### src/rtl/vpw_pkg.sv
package vpw_pkg;

    // Which source owns the video output.
    typedef enum logic {
        SRC_EXTERNAL = 1'b0,
        SRC_LOCAL    = 1'b1
    } src_sel_e;

    // Control pair sent to the generator and to the analog switch.
    typedef struct packed {
        logic gen_en;
        logic sw_on;
    } route_t;

    localparam route_t ROUTE_OFF = '{gen_en: 1'b0, sw_on: 1'b0};
    localparam route_t ROUTE_ON  = '{gen_en: 1'b1, sw_on: 1'b1};

    function automatic route_t route_for(input src_sel_e sel);
        return (sel == SRC_LOCAL) ? ROUTE_ON : ROUTE_OFF;
    endfunction

    // Next owner: presence beats expiry, expiry beats hold.
    function automatic src_sel_e next_src(input src_sel_e cur,
                                          input logic     present,
                                          input logic     expired);
        if (present)      return SRC_EXTERNAL;
        else if (expired) return SRC_LOCAL;
        else              return cur;
    endfunction

endpackage

### src/rtl/vpw_detect.sv
module vpw_detect #(
    parameter int SAMPLE_W  = 8,
    parameter int THRESHOLD = 20
) (
    input  logic                smp_valid,
    input  logic [SAMPLE_W-1:0] smp_data,
    output logic                present
);
    localparam logic [SAMPLE_W-1:0] THR = SAMPLE_W'(THRESHOLD);

    always_comb begin
        present = smp_valid && (smp_data > THR);
    end
endmodule

### src/rtl/vpw_prescaler.sv
module vpw_prescaler #(
    parameter int PRESCALE = 256
) (
    input  logic clk,
    input  logic rst,
    input  logic clear,
    output logic tick
);
    localparam int PW = (PRESCALE > 1) ? $clog2(PRESCALE) : 1;
    localparam logic [PW-1:0] LAST = PW'(PRESCALE - 1);

    generate
        if (PRESCALE > 1) begin : g_div
            logic [PW-1:0] div_q;
            always_ff @(posedge clk) begin
                if (rst || clear)      div_q <= '0;
                else if (div_q == LAST) div_q <= '0;
                else                    div_q <= div_q + 1'b1;
            end
            always_comb tick = (div_q == LAST) && !clear;
        end else begin : g_pass
            always_comb tick = !clear;
        end
    endgenerate
endmodule

### src/rtl/vpw_timeout.sv
module vpw_timeout #(
    parameter int TIMEOUT_TICKS = 256
) (
    input  logic clk,
    input  logic rst,
    input  logic clear,
    input  logic tick,
    output logic expire
);
    localparam int TW = (TIMEOUT_TICKS > 1) ? $clog2(TIMEOUT_TICKS) : 1;
    localparam logic [TW-1:0] LAST = TW'(TIMEOUT_TICKS - 1);

    logic [TW-1:0] cnt_q;
    logic          at_last;

    always_comb begin
        at_last = (cnt_q == LAST);
        expire  = tick && at_last && !clear;
    end

    always_ff @(posedge clk) begin
        if (rst || clear)  cnt_q <= '0;
        else if (tick) begin
            if (at_last)   cnt_q <= '0;
            else           cnt_q <= cnt_q + 1'b1;
        end
    end
endmodule

### src/rtl/video_presence_watchdog.sv
module video_presence_watchdog
    import vpw_pkg::*;
#(
    parameter int SAMPLE_W      = 8,
    parameter int THRESHOLD     = 20,
    parameter int PRESCALE      = 256,
    parameter int TIMEOUT_TICKS = 256
) (
    input  logic                clk,
    input  logic                rst,
    input  logic                smp_valid,
    input  logic [SAMPLE_W-1:0] smp_data,
    output logic                gen_enable,
    output logic                local_switch_on
);
    logic     present;
    logic     tick;
    logic     expire;
    src_sel_e src_q;
    route_t   route;

    vpw_detect #(
        .SAMPLE_W  (SAMPLE_W),
        .THRESHOLD (THRESHOLD)
    ) u_detect (
        .smp_valid (smp_valid),
        .smp_data  (smp_data),
        .present   (present)
    );

    vpw_prescaler #(
        .PRESCALE (PRESCALE)
    ) u_prescale (
        .clk   (clk),
        .rst   (rst),
        .clear (present),
        .tick  (tick)
    );

    vpw_timeout #(
        .TIMEOUT_TICKS (TIMEOUT_TICKS)
    ) u_timeout (
        .clk    (clk),
        .rst    (rst),
        .clear  (present),
        .tick   (tick),
        .expire (expire)
    );

    always_ff @(posedge clk) begin
        if (rst) src_q <= SRC_EXTERNAL;
        else     src_q <= next_src(src_q, present, expire);
    end

    always_comb begin
        route           = route_for(src_q);
        gen_enable      = route.gen_en;
        local_switch_on = route.sw_on;
    end
endmodule

### config.mk
export PLATFORM = sky130hd
export DESIGN_NAME = video_presence_watchdog
export DESIGN_NICKNAME = d
export VERILOG_FILES = /design/src/rtl/vpw_pkg.sv /design/src/rtl/vpw_detect.sv /design/src/rtl/vpw_prescaler.sv /design/src/rtl/vpw_timeout.sv /design/src/rtl/video_presence_watchdog.sv
export SDC_FILE = /design/constraint.sdc
export NUM_CORES = 1
export LEC_CHECK = 0
export CORE_UTILIZATION = 49
export DETAILED_ROUTE_END_ITERATION = 16
export PLACE_DENSITY = 0.74
export SYNTH_ARGS = -nofsm -noshare
export SYNTH_HDL_FRONTEND = slang
export SYNTH_SLANG_ARGS = --single-unit
### constraint.sdc
create_clock -name clk -period 4.9 [get_ports clk]
set_input_delay 1.225 -clock clk [delete_from_list [all_inputs] [get_ports clk]]
set_output_delay 1.225 -clock clk [all_outputs]
set_load 0.05 [all_outputs]
## Yosys cells after proc, flatten, opt, wreduce, memory -nomap -nowiden

Cells that the tools add are included.
W data, S select, Z words.

- Memories kept: 0
- Bits in registers: 17
- ROM bits: 0
- Memory bits (writable): 0
- Bits in latches: 0
- Output and inout bits: 2

- Eq/ne operators: 2
- Bitwise operators: 0
- Reduce and logical (&&, ||, !) cells: 8
- Shifts and indexed selects: 0
- Multipliers: 0
- $add $sub $neg: 2
- Divide/modulo/power cells: 0
- Order comparisons: 1
- Muxes and demuxes: 2

Operator list:

| cell | count |
|---|---|
| $add A8 B1 Y8 const B | 2 |
| $eq A8 B8 Y1 const B | 2 |
| $gt A8 B5 Y1 const B | 1 |
| $mux W8 | 1 |
| $logic_and A1 B1 Y1 | 4 |
| $reduce_or A2 Y1 | 2 |
| $mux W2 | 1 |
| $logic_not A1 Y1 | 1 |
| $logic_or A1 B1 Y1 | 1 |

## Depth between registers and ports, before layout

- Word-level depth: 6
- Depth in mapped cells: 6
- Gate-level depth less buffers: 5

## Cells and area by module

Synthesis repeated with hierarchy kept, for this count alone.

- Cells, all modules: 91
- Area total of the unflattened synthesis: 799.5 um^2

Modules (own cells, without submodules):

| module | area an instance (um^2) | instances | seq. area each (um^2) | cells an instance |
|---|---|---|---|---|
| vpw_timeout | 377.9 | 1 | 160.2 | 43 |
| vpw_prescaler | 355.3 | 1 | 160.2 | 40 |
| video_presence_watchdog | 41.3 | 1 | 20.0 | 4 |
| vpw_detect | 25.0 | 1 | 0.0 | 4 |

## Worst setup path before layout

No wires, ideal clock.

- Kind: in2reg
- Start point: input port smp_data[6]
- End point: register u_timeout.cnt_q[3]
- Slack: 2.641 ns
- Required time: 4.829 ns
- Library setup time: 0.071 ns
- Arrival time: 2.188 ns
- Stages: 5
- Cell sequence: or3_1 -> a21oi_1 -> nand2_1 -> clkbuf_1 -> a21oi_1

- Word-level cells in the longest chain between the ends: 4
- Elaborated cells on any way between the ends: 5

RTL lines:

| item | line | source |
|---|---|---|
| from (decl) | video_presence_watchdog.sv:12 | `input logic [SAMPLE_W-1:0] smp_data,` |
| $gt A8 B5 Y1 (*) | vpw_detect.sv:12 | `present = smp_valid && (smp_data > THR);` |
| $logic_and A1 B1 Y1 (*) | vpw_detect.sv:12 |  |
| $logic_not A1 Y1 | vpw_prescaler.sv:20 | `always_comb tick = (div_q == LAST) && !clear;` |
| $logic_and A1 B1 Y1 | vpw_prescaler.sv:20 |  |
| to (signal assigned) | vpw_timeout.sv:25 | `else cnt_q <= cnt_q + 1'b1;` |
| to (decl) | vpw_timeout.sv:13 | `logic [TW-1:0] cnt_q;` |

Every way passes the cells marked *; elsewhere a longest branch is shown, timed or not.
A chain may end at the register's enable or synchronous reset.

## Final worst setup path

- Start point: register src_q
- End point: output port gen_enable

- Word-level cells in the longest chain between the ends: 1

RTL lines:

| item | line | source |
|---|---|---|
| from (decl) | video_presence_watchdog.sv:19 | `src_sel_e src_q;` |
| from (signal assigned) | video_presence_watchdog.sv:52 | `else src_q <= next_src(src_q, present, expire);` |
| $mux W2 | vpw_pkg.sv:19 | `return (sel == SRC_LOCAL) ? ROUTE_ON : ROUTE_OFF;` |
| to (decl) | video_presence_watchdog.sv:13 | `output logic gen_enable,` |

Every way passes these cells.

==> metrics <==
Initial Utilization=53.04%; die area=1816 µm²; clk root buf=clkbuf_4; r2r endpoint=u_timeout.cnt_q[3]; Worst setup EP type=output port; Final Hold Fails=0; Reg2Reg Setup Slack=3.19 ns; Final Skew=0.008469 ns; Final Max Tran Viols=0; met1 WL=around 750 µm; core footprint=1524 µm²; Setup TNS=0 ns; input/output buffers=12; DR vias/cell=5.951; Comb power frac=6.0%; leak pwr=0.2925 nW; Die X=42.62 µm; Worst Hold Launch=u_prescale.g_div.div_q[0]; Tot GR Track Use=approximately a fifth; CP endpoint=gen_enable; worst hold path depth=1; power share of the clock group=31.9%; family with the most delay on the worst path=buffers and inverters; worst path bufs/invs=1; register area share after synthesis=42.11%; Worst EP arrival=1.46 ns; initial DRC count=8; fmax=0.3731 GHz; Hold WC Path Type=reg2reg; CP Depth=1; first-pass GRT wire length=around 2.8 mm; Max stage delay on crit path=0.81 ns; Setup CP Type=reg2out; multi-input combinational cell area=around 450 µm²; syn_area_per_cell=between 8 and 9 µm²; clk sinks=17; CTS H-tree lvls=1; fin cells=~120; met2 wire length=roughly 770 µm; DR WL met3=42 µm; register area=340.3 µm²; worst r2r src=u_prescale.g_div.div_q[0]; NetSw=approximately 47 µW; Crit path required time=3.67 ns; slowest stage cell on the critical path=clkdlybuf4s50_1; Die H=42.62 µm; CTS clk-pin slew, worst paths=about 0.1 ns; # setup viols final=0; clk buf depth=2; leading area contributor after synthesis=dfxtp_1; Synth top area share=42.11%; average wire per standard cell=12.88 µm; DP Area=between 900 and 1000 µm²; Final HPWL DP=between 1 and 1.5 mm; Max Cap Viol=0; nets=120; status=finished, final reports clean; Synth cell types=30; ANT nets after route=0; Worst setup SP type=register; switch share=20.97%; VDD IR-drop max=0.1870 mV; initial antenna violation count=0; hold buffers post-CTS=0; register share of total power=62.2%; largest cells by area after synthesis=dfxtp_1 42%, a21oi_1 5.0%, nand2_1 4.6%; power density of the placed cells=234.2 nW/µm²; CTS tree=built; routed wire length=1.571 mm; CTS resizes=0; Crit Path Max Fanout=3; FP Rows=14; Total Power=225.1 µW; Fillers=between 100 and 150; Crit. Startpoint=src_q; Synthesized Nets=around 110; Seq cells post-synth=17; period utilization=54.71%; Synth Instances=93; Rel. slew slack=63.57%; postcts setup bufs=0; Overflow after GRT=0; Top Ports=13; largest net degree at the start of global routing=18; Mapped Area=a little over 800 µm²; post-route cell area=960.9 µm²; Yosys Warn Count=0; vias in the first global route=650; DR DRC count=0; CTS Buf Count=3; Pint=177.9 µW; Layout area overhead=18.89%; Slew @ Worst Pin=approximately 0.55 ns; routability congestion estimate=roughly 0.74; layout cell share with drive strength beyond 1=6.604%; first drt pass iteration count=5; post-route minimum period=approximately 2.7 ns; ant diodes=0; critical-path cell list=clkdlybuf4s50_1; via count=between 700 and 800; Top Layer Used=met4; clock latency at the later pin of the worst-skew pair=about 0.28 ns; post-placement cell count=118; Worst R2R Path Depth=5; RSZ-0062 raised after global routing=false; Util after Layout=a little over three fifths
[cell type report]
class | count | area share (%)
Clock inverter | 1 | 0.5208
Clock buffer | 3 | 2.344
Tap cell | 16 | 2.083
Multi-Input combinational cell | 73 | 47.14
Sequential cell | 17 | 35.42
Timing Repair Buffer | 12 | 12.50
[worst register-to-register path, delay by kind of cell, from the launching register on]
kind | cells | cell delay, ns
flip-flops | 1 | 0.38
AO/OA/AOI/OAI | 1 | 0.15
AND/OR/NAND/NOR | 3 | 0.87
adder cells (fa/ha/maj) | 1 | 0.25
[registers in the layout, summed over array words and instances, names as in the netlist]
register and cells:
u_timeout.cnt_q 8, src_q 1, u_prescale.g_div.div_q 8
[cells by family (layout without fill, tap and decap cells)]
logic type,Yosys count,count (layout),share of synthesized area [%]
and+or+nand+nor,45,45,30.65
buffers and inverters,3,16,1.857
adders and majority gates,2,2,3.095
AOI/OAI and AO/OA,18,18,13.62
xor gates and xnor gates,8,8,8.668
DFF,17,17,42.11
[worst min-delay path by stage]
| stage | to |
|---|---|
| 3_5_place_dp | u_prescale.g_div.div_q[0] |
| 2_1_floorplan | u_prescale.g_div.div_q[0] |
| 6_report | u_prescale.g_div.div_q[0] |
| 4_1_cts | u_prescale.g_div.div_q[0] |
| 5_1_grt | u_prescale.g_div.div_q[0] |
| 3_3_place_gp | u_prescale.g_div.div_q[0] |
[per-stage QoR]
step / hold WS [ns] / setup WS [ns]
3_3_place_gp: 0.4791 / 2.036
2_1_floorplan: 0.4523 / 2.641
4_1_cts: 0.5002 / 2.198
6_report: 0.4939 / 2.219
3_5_place_dp: 0.4871 / 2.015
5_1_grt: 0.5385 / 2.143
[synth_stat cells, drive strengths merged]
| cell type | instances |
|---|---|
| xnor2 | 4 |
| o211ai | 1 |
| o31ai | 1 |
| buf | 2 |
| or2 | 1 |
| and3 | 1 |
| nand3 | 4 |
| nor2 | 10 |
| or3 | 2 |
| ha | 2 |
| a21oi | 8 |
| dfxtp | 17 |
| nand3b | 2 |
| clkbuf | 1 |
| a32oi | 1 |
| a41oi | 1 |
| nand2 | 10 |
| xor2 | 4 |
| and2 | 1 |
| o21a | 1 |
| and4 | 3 |
| nor3 | 5 |
| a311oi | 1 |
| or4 | 1 |
| o21ai | 3 |
| a31oi | 1 |
| nand4 | 5 |
[metal layers]
metal  vias up  track usage, %
met5         -               0
met4         0           7.500
met3         2           2.586
met2         7           32.31
met1       346           26.74
li1        371               -
[power by group through the flow]
stage               registers [mW]  logic, mW  clock network, mW
floorplan                    0.143    0.00476                  0
global route                 0.140     0.0151             0.0798
detailed placement           0.143     0.0136                  0
global placement             0.143     0.0133                  0
finish                       0.140     0.0134             0.0718
CTS                          0.140     0.0137             0.0761
[cell usage in the layout, fill, tap and decap left out, drive strengths merged, types with 2 or more instances in the layout]
cell / synthesis / routed
xor2: 4 / 4
nand3b: 2 / 2
a21oi: 8 / 8
nand2: 10 / 10
dfxtp: 17 / 17
o21ai: 3 / 3
nand4: 5 / 5
xnor2: 4 / 4
clkdlybuf4s50: 0 / 12
nor3: 5 / 5
and4: 3 / 3
ha: 2 / 2
nand3: 4 / 4
clkbuf: 1 / 3
or3: 2 / 2
nor2: 10 / 10
(Power assumes the default switching activity.)
